[src/rtl/eewr_pkg.sv]
package eewr_pkg;

   // Field positions in the interface register; software depends on these.
   localparam int unsigned REQ_BIT     = 7;
   localparam int unsigned WR_BIT      = 8;
   localparam int unsigned RD_BIT      = 9;
   localparam int unsigned ADDR_LSB    = 10;
   localparam int unsigned DATA_LSB    = 16;
   localparam int unsigned WORD_W      = 16;
   localparam int unsigned ADDR_FIELD  = DATA_LSB - ADDR_LSB;
   // Bit of the control register that shows an EEPROM is fitted.
   localparam int unsigned PRESENT_BIT = 1;
   // Start bit followed by the two read opcode bits.
   localparam logic [2:0]  RD_PREAMBLE = 3'b110;

   typedef enum logic [1:0] {
      SQ_IDLE = 2'd0,
      SQ_XMIT = 2'd1,
      SQ_RECV = 2'd2,
      SQ_STOP = 2'd3
   } sq_state_t;

endpackage

[src/rtl/eewr_clkdiv.sv]
module eewr_clkdiv #(
   parameter int unsigned DIV = 4
) (
   input  logic clk,
   input  logic rst_n,
   input  logic run,
   output logic half_tick
);

   generate
      if (DIV == 1) begin : g_nodiv
         assign half_tick = run;
      end else begin : g_div
         localparam int unsigned CW = $clog2(DIV);
         logic [CW-1:0] cnt_q;

         always_ff @(posedge clk) begin
            if (!rst_n || !run) begin
               cnt_q <= '0;
            end else if (cnt_q == CW'(DIV - 1)) begin
               cnt_q <= '0;
            end else begin
               cnt_q <= cnt_q + 1'b1;
            end
         end

         assign half_tick = run && (cnt_q == CW'(DIV - 1));

         // the divider never counts past its terminal value
         a_r10_div_range: assert property (@(posedge clk) disable iff (!rst_n)
            cnt_q <= CW'(DIV - 1));
      end
   endgenerate

endmodule

[src/rtl/eewr_seq.sv]
module eewr_seq
   import eewr_pkg::*;
#(
   parameter int unsigned ADDR_BITS = 6
) (
   input  logic                 clk,
   input  logic                 rst_n,
   input  logic                 start,
   input  logic [ADDR_BITS-1:0] addr,
   input  logic                 half_tick,
   input  logic                 ee_do,
   output logic                 ee_cs,
   output logic                 ee_sk,
   output logic                 ee_di,
   output logic                 active,
   output logic                 done,
   output logic [WORD_W-1:0]    word
);

   localparam int unsigned NOUT  = 3 + ADDR_BITS;
   localparam int unsigned CMAX  = (NOUT > WORD_W) ? NOUT : WORD_W;
   localparam int unsigned CNT_W = $clog2(CMAX);

   sq_state_t          state_q;
   logic               cs_q, sk_q, done_q;
   logic [NOUT-1:0]    out_sr_q;
   logic [WORD_W-1:0]  in_sr_q;
   logic [CNT_W-1:0]   cnt_q;

   always_ff @(posedge clk) begin
      if (!rst_n) begin
         state_q  <= SQ_IDLE;
         cs_q     <= 1'b0;
         sk_q     <= 1'b0;
         done_q   <= 1'b0;
         out_sr_q <= '0;
         in_sr_q  <= '0;
         cnt_q    <= '0;
      end else begin
         done_q <= 1'b0;
         case (state_q)
            SQ_IDLE: begin
               if (start) begin
                  state_q  <= SQ_XMIT;
                  cs_q     <= 1'b1;
                  sk_q     <= 1'b0;
                  out_sr_q <= {RD_PREAMBLE, addr};
                  cnt_q    <= '0;
               end
            end
            SQ_XMIT: begin
               if (half_tick) begin
                  if (!sk_q) begin
                     sk_q <= 1'b1;
                  end else begin
                     sk_q     <= 1'b0;
                     out_sr_q <= out_sr_q << 1;
                     if (cnt_q == CNT_W'(NOUT - 1)) begin
                        cnt_q   <= '0;
                        state_q <= SQ_RECV;
                     end else begin
                        cnt_q <= cnt_q + 1'b1;
                     end
                  end
               end
            end
            SQ_RECV: begin
               if (half_tick) begin
                  if (!sk_q) begin
                     sk_q <= 1'b1;
                  end else begin
                     sk_q    <= 1'b0;
                     in_sr_q <= {in_sr_q[WORD_W-2:0], ee_do};
                     if (cnt_q == CNT_W'(WORD_W - 1)) begin
                        state_q <= SQ_STOP;
                     end else begin
                        cnt_q <= cnt_q + 1'b1;
                     end
                  end
               end
            end
            default: begin
               cs_q    <= 1'b0;
               state_q <= SQ_IDLE;
               done_q  <= 1'b1;
            end
         endcase
      end
   end

   assign ee_cs  = cs_q;
   assign ee_sk  = sk_q;
   assign ee_di  = (state_q == SQ_XMIT) && out_sr_q[NOUT-1];
   assign active = (state_q != SQ_IDLE);
   assign done   = done_q;
   assign word   = in_sr_q;

   // the serial clock is high only inside a selected frame
   a_r10_sk_in_frame: assert property (@(posedge clk) disable iff (!rst_n)
      ee_sk |-> ee_cs);

   // chip select is already low when completion is signalled
   a_r6_cs_low_at_done: assert property (@(posedge clk) disable iff (!rst_n)
      done |-> !ee_cs);

   // the first bit presented in a frame is the start bit
   a_r4_start_bit: assert property (@(posedge clk) disable iff (!rst_n)
      $rose(ee_cs) |-> ee_di);

   // data-in holds steady while the clock is high
   a_r4_di_stable_high: assert property (@(posedge clk) disable iff (!rst_n)
      (ee_sk && $past(ee_sk)) |-> $stable(ee_di));

endmodule

[src/rtl/eewr_regs.sv]
module eewr_regs
   import eewr_pkg::*;
#(
   parameter int unsigned ADDR_BITS = 6,
   parameter int unsigned BOUND     = 204
) (
   input  logic                 clk,
   input  logic                 rst_n,
   input  logic                 bus_sel,
   input  logic                 bus_we,
   input  logic [31:0]          bus_wdata,
   output logic [31:0]          bus_rdata,
   input  logic                 present,
   input  logic                 seq_done,
   input  logic [WORD_W-1:0]    seq_word,
   output logic                 start,
   output logic [ADDR_BITS-1:0] rd_addr
);

   localparam int unsigned BC_W = $clog2(BOUND + 2);

   logic                 busy_q, rdflag_q, start_q;
   logic [ADDR_BITS-1:0] addr_q;
   logic [WORD_W-1:0]    result_q;
   logic                 wr_if, accept;
   logic [31:0]          if_word, ctl_word;

   assign wr_if  = bus_we && bus_sel;
   assign accept = wr_if && !busy_q && bus_wdata[REQ_BIT] && bus_wdata[RD_BIT];

   always_ff @(posedge clk) begin
      if (!rst_n) begin
         busy_q   <= 1'b0;
         rdflag_q <= 1'b0;
         start_q  <= 1'b0;
         addr_q   <= '0;
         result_q <= '0;
      end else begin
         start_q <= 1'b0;
         if (accept) begin
            addr_q   <= bus_wdata[ADDR_LSB +: ADDR_BITS];
            rdflag_q <= 1'b1;
            if (present) begin
               busy_q  <= 1'b1;
               start_q <= 1'b1;
            end else begin
               result_q <= '0;
            end
         end else if (seq_done && busy_q) begin
            busy_q   <= 1'b0;
            result_q <= seq_word;
         end
      end
   end

   assign if_word  = {result_q, ADDR_FIELD'(addr_q), rdflag_q, 1'b0, busy_q, 7'b0};
   assign ctl_word = 32'(present) << PRESENT_BIT;
   assign bus_rdata = bus_sel ? if_word : ctl_word;
   assign start     = start_q;
   assign rd_addr   = addr_q;

   // Cycle counter for the completion window check.
   logic [BC_W-1:0] busy_cnt_q;
   always_ff @(posedge clk) begin
      if (!rst_n || !busy_q) begin
         busy_cnt_q <= '0;
      end else if (busy_cnt_q != '1) begin
         busy_cnt_q <= busy_cnt_q + 1'b1;
      end
   end

   // a started read finishes inside the fixed window
   a_r6_bounded: assert property (@(posedge clk) disable iff (!rst_n)
      busy_cnt_q <= BC_W'(BOUND));

   // the latched address holds for the whole read
   a_r9_addr_hold: assert property (@(posedge clk) disable iff (!rst_n)
      (busy_q && $past(busy_q)) |-> $stable(addr_q));

   // with no EEPROM fitted the request never goes busy
   a_r7_absent_no_busy: assert property (@(posedge clk) disable iff (!rst_n)
      (accept && !present) |=> (!busy_q && result_q == '0));

   // the result only moves on completion or an absent-device request
   a_r5_result_update: assert property (@(posedge clk) disable iff (!rst_n)
      !$stable(result_q) |-> ($past(seq_done) || $past(accept)));

endmodule

[src/rtl/eeprom_word_reader.sv]
module eeprom_word_reader
   import eewr_pkg::*;
#(
   parameter int unsigned ADDR_BITS = 6,
   parameter int unsigned CLK_DIV   = 4
) (
   input  logic        clk,
   input  logic        rst_n,
   input  logic        bus_sel,
   input  logic        bus_we,
   input  logic [31:0] bus_wdata,
   output logic [31:0] bus_rdata,
   input  logic        ee_present,
   output logic        ee_cs,
   output logic        ee_sk,
   output logic        ee_di,
   input  logic        ee_do
);

   localparam int unsigned NPULSE = 3 + ADDR_BITS + WORD_W;
   localparam int unsigned BOUND  = NPULSE * 2 * CLK_DIV + 4;

   generate
      if (ADDR_BITS < 1 || ADDR_BITS > ADDR_FIELD) begin : g_bad_addr
         $error("ADDR_BITS must fit between bit 10 and bit 15");
      end
      if (CLK_DIV < 1) begin : g_bad_div
         $error("CLK_DIV must be at least 1");
      end
   endgenerate

   logic                 start, active, done, half_tick;
   logic [ADDR_BITS-1:0] rd_addr;
   logic [WORD_W-1:0]    word;

   eewr_regs #(.ADDR_BITS(ADDR_BITS), .BOUND(BOUND)) u_regs (
      .clk      (clk),
      .rst_n    (rst_n),
      .bus_sel  (bus_sel),
      .bus_we   (bus_we),
      .bus_wdata(bus_wdata),
      .bus_rdata(bus_rdata),
      .present  (ee_present),
      .seq_done (done),
      .seq_word (word),
      .start    (start),
      .rd_addr  (rd_addr)
   );

   eewr_clkdiv #(.DIV(CLK_DIV)) u_div (
      .clk      (clk),
      .rst_n    (rst_n),
      .run      (active),
      .half_tick(half_tick)
   );

   eewr_seq #(.ADDR_BITS(ADDR_BITS)) u_seq (
      .clk      (clk),
      .rst_n    (rst_n),
      .start    (start),
      .addr     (rd_addr),
      .half_tick(half_tick),
      .ee_do    (ee_do),
      .ee_cs    (ee_cs),
      .ee_sk    (ee_sk),
      .ee_di    (ee_di),
      .active   (active),
      .done     (done),
      .word     (word)
   );

endmodule

[config.mk]
export PLATFORM = sky130hd
export DESIGN_NAME = eeprom_word_reader
export DESIGN_NICKNAME = d
export VERILOG_FILES = /design/src/rtl/eewr_pkg.sv /design/src/rtl/eewr_clkdiv.sv /design/src/rtl/eewr_seq.sv /design/src/rtl/eewr_regs.sv /design/src/rtl/eeprom_word_reader.sv
export SDC_FILE = /design/constraint.sdc
export NUM_CORES = 1
export LEC_CHECK = 0
export ABC_AREA = 1
export CORE_MARGIN = 2
export CORE_UTILIZATION = 40
export CTS_BUF_LIST = sky130_fd_sc_hd__clkbuf_4
export DETAILED_ROUTE_END_ITERATION = 8
export GPL_TIMING_DRIVEN = 0
export MAX_ROUTING_LAYER = met4
export PLACE_DENSITY = 0.68
export SYNTH_ARGS = -nofsm -noshare
export SYNTH_HDL_FRONTEND = slang
export SYNTH_SLANG_ARGS = --single-unit
[constraint.sdc]
create_clock -name clk -period 1.81 [get_ports clk]
set_input_delay 0.362 -clock clk [delete_from_list [all_inputs] [get_ports clk]]
set_output_delay 0.362 -clock clk [all_outputs]
set_load 0.02 [all_outputs]
==> results of run 1 <==
-- metrics by stage --
| step | cell area [sq um] | utilization, % | hold slack, ns |
|---|---|---|---|
| floorplan | 2870 | - | 0.398 |
| CTS | 3500 | 51.2 | 0.384 |
| global placement | 3390 | 49.6 | 0.408 |
| finish | 3540 | 51.8 | 0.396 |
| detailed placement | 3390 | 49.6 | 0.417 |
| global route | 3540 | 51.8 | 0.417 |
-- cells by family (layout without fill, tap and decap cells) --
| kind of cell | after synthesis | after routing | synth area share, % |
|---|---|---|---|
| other | 1 | 7 | 0.132 |
| DFF | 61 | 61 | 42.9 |
| and+or+nand+nor | 185 | 185 | 27.9 |
| adders and majority gates | 7 | 7 | 3.08 |
| AOI/OAI and AO/OA | 68 | 68 | 12.5 |
| buffers and inverters | 83 | 141 | 13.2 |
| xor gates and xnor gates | 1 | 1 | 0.308 |
-- per-layer routing --
layer	vias up	global-route usage, %	wire length [um]
met4	0	6.75	106
met1	1224	22.7	3150
met5	-	-	0
met3	15	4.10	379
met2	67	28.2	2970
li1	1376	-	-
-- flip-flops by register name, summed over array words and instances, names as in the netlist --
register           count
u_regs.rdflag_q        1
u_seq.out_sr_q         9
u_seq.cnt_q            4
u_seq.ee_cs            1
u_regs.start           1
u_regs.result_q       16
u_seq.word            16
u_regs.busy_q          1
u_seq.ee_sk            1
u_div.g_div.cnt_q      2
u_seq.state_q          2
u_regs.rd_addr         6
u_seq.done             1
-- final timing paths --
| path | from | end | slack, ns | cells after the start |
|---|---|---|---|---|
| min reg2reg | u_div.g_div.cnt_q[0] | u_div.g_div.cnt_q[0] | 0.42 | 1 |
| max reg2reg | u_seq.state_q[0] | u_seq.word[10] | 0.08 | 9 |
| max | u_seq.ee_sk | ee_sk | 0.07 | 1 |
| min | bus_sel | u_regs.rd_addr[0] | 0.40 | 5 |
-- Yosys cell counts, types with 3 or more instances --
library cell / number
buf_2: 5
buf_4: 9
clkbuf_1: 7
o21ai_1: 3
o21ai_0: 27
nand4_1: 9
nor2_2: 5
buf_6: 3
ha_1: 7
dfxtp_1: 61
nand3_1: 24
nand2_1: 91
a21oi_1: 36
nor2_1: 52
inv_1: 57
-- power groups by stage --
stage | logic [uW] | clock network [uW] | registers [uW]
finish | 1050 | 901 | 1460
global route | 1190 | 981 | 1470
CTS | 989 | 915 | 1460
detailed placement | 973 | 0 | 1490
global placement | 961 | 0 | 1480
floorplan | 760 | 0 | 1480
-- cell type report --
| cell class | count | area [sq um] | area share, % |
|---|---|---|---|
| clock inverters | 6 | 55.1 | 1.56 |
| clock buffers | 9 | 67.6 | 1.91 |
| multi-input cells | 268 | 1280 | 36.3 |
| repair buffers | 44 | 404 | 11.4 |
| plain buffers | 23 | 156 | 4.42 |
| well taps | 96 | 120 | 3.40 |
| flip-flops and latches | 61 | 1220 | 34.6 |
| inverters | 59 | 224 | 6.33 |
-- worst reg2reg max path, cell delays in order, from the launching register on --
cell and delay (ns):
dfxtp_2 0.37, inv_1 0.06, ha_1 0.27, nor2_2 0.14
inv_2 0.09, nor3_4 0.32, inv_4 0.09, buf_6 0.16
nor2_1 0.10, nor2_1 0.05
-- timing repair --
action,4_1_cts,5_1_grt
gates resized for setup,33,11
buffers inserted,1,3
pin swaps,0,2
hold endpoints to repair,0,0
endpoints found under the setup margin,25,29
==> results.sh, run 1 <==
export IMPL_place_hpwl_mm=4.78
export IMPL_cts_root_buf="clkbuf_4"
export IMPL_grt_pass1_vias=2379
export IMPL_wirelength_mm=6.60
export IMPL_cp_data_required_time_ns=1.45
export IMPL_numCtsBuffers=9
export IMPL_cts_tree="yes"
export IMPL_hold_buffers=0
export IMPL_leakage_uw=0.00182
export IMPL_io_pins=73
export IMPL_synth_async_reset_ratio_pct=0
export IMPL_die_w_um=88.4
export IMPL_max_cap_viol_count=0
export IMPL_period_share_pct=96.0
export IMPL_rows=30
export IMPL_fin_crit_ns=1.74
export IMPL_avgViaCountPerCell=4.74
export IMPL_final_cells=566
export IMPL_antenna_found_initial=0
export IMPL_layout_nets=511
export IMPL_mostFrequentLayoutCell="nand2_1"
export IMPL_fin_skew_ns=0.0131
export IMPL_p_sw_uw=1230
export IMPL_cts_buffer_depth=2
export IMPL_swShare_pct=36.2
export IMPL_pre_cts_ws_ns=-0.306
export IMPL_drc=0
export IMPL_cpMaxStageDelayCell="clkdlybuf4s50_1"
export IMPL_gp_congestion=0.823
export IMPL_wl_per_cell_um=11.7
export IMPL_yosys_warnings=0
export IMPL_synthToLayoutAreaGrowth_pct=24.2
export IMPL_worstSetupPathType="reg2out"
export IMPL_pwr_density_cell_mw_per_mm2=964
export IMPL_setup_ws_ns=0.0724
export IMPL_drive_gt1_share_pct=11.7
export IMPL_path_delay_family="buffers and inverters"
export IMPL_startpoint_type="flip-flop"
export IMPL_grt_first_pass_wirelength_mm=10.6
export IMPL_cts_sinks=61
export IMPL_hold_violations=0
export IMPL_path_max_fanout=3
export IMPL_synth_main_ff_cell="dfxtp_1"
export IMPL_outcome="finished clean"
export IMPL_seq_power_share_pct=42.9
export IMPL_htreeDepth=3
export IMPL_grt_max_degree=19
export IMPL_grt_overflow=0
export IMPL_p_int_uw=2170
export IMPL_clkLatencyLatePin_ns=0.41
export IMPL_power_frac_comb_pct=30.7
export IMPL_core_sq_mm=0.00683
export IMPL_drtPass1Iterations=4
export IMPL_io_buffer_count=40
export IMPL_gr_usage_all_layers_pct=18.0
export IMPL_die_h_um=88.4
export IMPL_synth_top_area_share_pct=42.9
export IMPL_syn_inst=406
export IMPL_vias=2682
export IMPL_worst_slew_pin_slew_ns=0.545
export IMPL_crit_path_cell_trace="clkdlybuf4s50_1"
export IMPL_totalNegativeSetupSlack_ns=0
export IMPL_synth_cell_types=25
export IMPL_dieArea_sq_mm=0.00781
export IMPL_cp_arrival_ns=1.38
export IMPL_layout_common_cells="87 x nand2_1, 59 x dfxtp_1, 57 x inv_1, 52 x nor2_1, 36 x a21oi_1"
export IMPL_clk_pin_slew_ns=0.10
export IMPL_fill_cells=704
export IMPL_yosysSeqAreaShare_pct=42.9
export IMPL_pwr_share_clk_pct=26.4
export IMPL_ir_drop_uv=420
export IMPL_start_util_pct=41.7
export IMPL_drt_iter0_markers=132
export IMPL_synth_enable_flop_cells=0
export IMPL_synth_seq_cells=61
export IMPL_max_stage_delay_ns=0.61
export IMPL_syn_area_per_cell_sq_um=7.01
export IMPL_setup_worst_path_end_class="output port"
export IMPL_worst_path_buf_inv=1
export IMPL_ys_top_cells_by_area="dfxtp_1 43%, nand2_1 12%, inv_1 7.5%"
export IMPL_syn_area_sq_mm=0.00285
export IMPL_finalPower_uw=3410
export IMPL_drtAntennaViolNets=0
export IMPL_synth_top_cell_by_area="dfxtp_1"
export IMPL_fmax_mhz=576
export IMPL_min_delay_path_class="in2reg"
export IMPL_max_slew_margin_rel_pct=63.7
export IMPL_setup_viol=0
export IMPL_antennaDiodeCount=0
export IMPL_final_max_slew_viol_count=0
export IMPL_dp_cells=548
Note: power is estimated with default switching activity, not from simulation.
==> inputs of run 2 (changes only) <==
--- a/config.mk
+++ b/config.mk
@@ -9,5 +9,5 @@
 export CORE_MARGIN = 2
 export CORE_UTILIZATION = 40
-export CTS_BUF_LIST = sky130_fd_sc_hd__clkbuf_4
+export CTS_BUF_LIST = sky130_fd_sc_hd__clkbuf_4 sky130_fd_sc_hd__clkbuf_8
 export DETAILED_ROUTE_END_ITERATION = 8
 export GPL_TIMING_DRIVEN = 0
==> constraint.sdc (replaced) <==
create_clock -name clk -period 1.81 [get_ports clk]
set_input_delay 0.362 -clock clk [delete_from_list [all_inputs] [get_ports clk]]
set_output_delay 0.362 -clock clk [all_outputs]
set_load 0.01 [all_outputs]
==> run 2 against run 1 <==
Effect of this change: highest routed layer unchanged; final area increased by 2.7%; wire length down 0.89%; core utilization rose by 1.4 points; sequential cell count stayed put; clock-buffer cell count up 2; largest power group unchanged; sequential share of layout area decreased by 0.88 points; critical endpoint is now bus_rdata[1]; worst hold slack improved by 0.023 ns; worst setup slack worse by 0.0023 ns; combinational power about the same; critical path type is now in2out.
==> results.sh, run 2 (synthesis results as in run 1) <==
export IMPL_outcome="finished clean"
export IMPL_layout_common_cells="89 x nand2_1, 58 x dfxtp_1, 57 x inv_1, 52 x nor2_1, 38 x clkdlybuf4s50_1"
export IMPL_antenna_found_initial=0
export IMPL_p_int_uw=2470
export IMPL_grt_overflow=0
export IMPL_p_sw_uw=1250
export IMPL_place_hpwl_mm=4.78
export IMPL_fmax_mhz=575
export IMPL_mostFrequentLayoutCell="nand2_1"
export IMPL_gr_usage_all_layers_pct=18.0
export IMPL_rows=30
export IMPL_avgViaCountPerCell=4.72
export IMPL_final_max_slew_viol_count=0
export IMPL_power_frac_comb_pct=27.7
export IMPL_hold_violations=0
export IMPL_setup_worst_path_end_class="output port"
export IMPL_start_util_pct=41.7
export IMPL_cp_arrival_ns=1.38
export IMPL_cts_root_buf="clkbuf_8"
export IMPL_grt_first_pass_wirelength_mm=10.6
export IMPL_wl_per_cell_um=11.6
export IMPL_fin_skew_ns=0.00697
export IMPL_vias=2671
export IMPL_cp_data_required_time_ns=1.45
export IMPL_final_cells=566
export IMPL_clk_pin_slew_ns=0.06
export IMPL_period_share_pct=96.1
export IMPL_dieArea_sq_mm=0.00781
export IMPL_max_stage_delay_ns=0.53
export IMPL_setup_viol=0
export IMPL_stdcell_area_sq_mm=0.00363
export IMPL_wirelength_mm=6.54
export IMPL_fin_crit_ns=1.74
export IMPL_drc=0
export IMPL_cts_sinks=61
export IMPL_startpoint_type="input pin"
export IMPL_grt_pass1_vias=2398
export IMPL_die_h_um=88.4
export IMPL_cts_buffer_depth=2
export IMPL_swShare_pct=33.6
export IMPL_finalHoldWorstSlack_ns=0.419
export IMPL_rsz0062_at_grt="yes"
export IMPL_numCtsBuffers=9
export IMPL_ir_drop_uv=446
export IMPL_gp_congestion=0.823
export IMPL_path_delay_family="buffers and inverters"
export IMPL_drt_iter0_markers=158
export IMPL_max_slew_margin_rel_pct=62.8
export IMPL_worst_path_buf_inv=3
export IMPL_totalNegativeSetupSlack_ns=0
export IMPL_worst_slew_pin_slew_ns=0.558
export IMPL_io_buffer_count=40
export IMPL_finalPower_uw=3720
export IMPL_leakage_uw=0.00170
export IMPL_min_delay_path_class="reg2reg"
export IMPL_crit_path_cell_trace="clkdlybuf4s50_1, inv_1, nor2_1, clkdlybuf4s15_1"
export IMPL_clkLatencyLatePin_ns=0.34
export IMPL_layout_nets=511
export IMPL_drtAntennaViolNets=0
export IMPL_drtPass1Iterations=4
export IMPL_htreeDepth=3
export IMPL_synthToLayoutAreaGrowth_pct=27.5
export IMPL_die_w_um=88.4
export IMPL_path_max_fanout=2
export IMPL_cpMaxStageDelayCell="clkdlybuf4s50_1"
export IMPL_placed_area_sq_mm=0.00339
export IMPL_core_sq_mm=0.00683
export IMPL_io_pins=73
export IMPL_rrSetupSlack_ns=0.09
export IMPL_dp_cells=548
export IMPL_antennaDiodeCount=0
export IMPL_worstSetupPathType="in2out"
export IMPL_max_cap_viol_count=0
export IMPL_seq_power_share_pct=39.3
export IMPL_pwr_share_clk_pct=33.0
export IMPL_grt_max_degree=19
export IMPL_cts_tree="yes"
export IMPL_pwr_density_cell_mw_per_mm2=1020
export IMPL_drive_gt1_share_pct=11.7
## run 2: cell types whose count changed in the layout (fill, tap and decap cells not counted), sizes merged
cell,change
clkinv,-2
dlymetal6s2s,-3
buf,-1
clkbuf,+2
clkdlybuf4s15,+1
dlygate4sd2,-21
clkdlybuf4s50,+24
## run 2: area by class of cell
class                   count  area [sq um]
plain buffers              23           159
flip-flops and latches     61          1220
clock inverters             4          47.5
multi-input cells         268          1280
repair buffers             44           425
well taps                  96           120
clock buffers              11           151
inverters                  59           224
fillers                   691          3200
## run 2: through the flow
stage,utilization [%],worst slack (ns)
5_1_grt,53.2,-0.0130
6_report,53.2,0.0701
4_1_cts,52.7,0.000912
3_5_place_dp,49.6,-0.238
2_1_floorplan,-,0.257
3_3_place_gp,49.6,-0.221
## run 2: final timing paths
path,endpoint,start,depth (start not counted)
worst max-delay path,bus_rdata[1],ee_present,4
worst min-delay path,u_div.g_div.cnt_q[0],u_div.g_div.cnt_q[0],1
worst min register to register,u_div.g_div.cnt_q[0],u_div.g_div.cnt_q[0],1
worst max register to register,u_seq.word[10],u_seq.state_q[0],9
## run 2: power groups by stage
stage | Combinational, uW | Sequential, uW | Clock, uW
2_1_floorplan | 749 | 1480 | 0
3_3_place_gp | 950 | 1480 | 0
3_5_place_dp | 961 | 1490 | 0
4_1_cts | 979 | 1460 | 1250
5_1_grt | 1170 | 1470 | 1310
6_report | 1030 | 1460 | 1230
## run 2: metal layers
metal / share of wire, % / up-vias / GRT usage, %
li1: - / 1379 / -
met1: 47 / 1209 / 22.7
met2: 44 / 69 / 28.0
met3: 6.2 / 14 / 4.10
met4: 2.4 / 0 / 7.30
met5: 0 / - / -
## run 2: what timing repair did
action / in CTS / in global routing
buffers inserted: 1 / 3
hold buffers: 0 / 0
gates resized for setup: 7 / 11
endpoints found under the setup margin: 21 / 38
pin swaps: 0 / 2
==> inputs of run 3 (changes only) <==
- SLEW_MARGIN: unset -> 40
==> results of run 3 <==
Same layout as run 2: the final DEF is identical, and so are final timing and power.
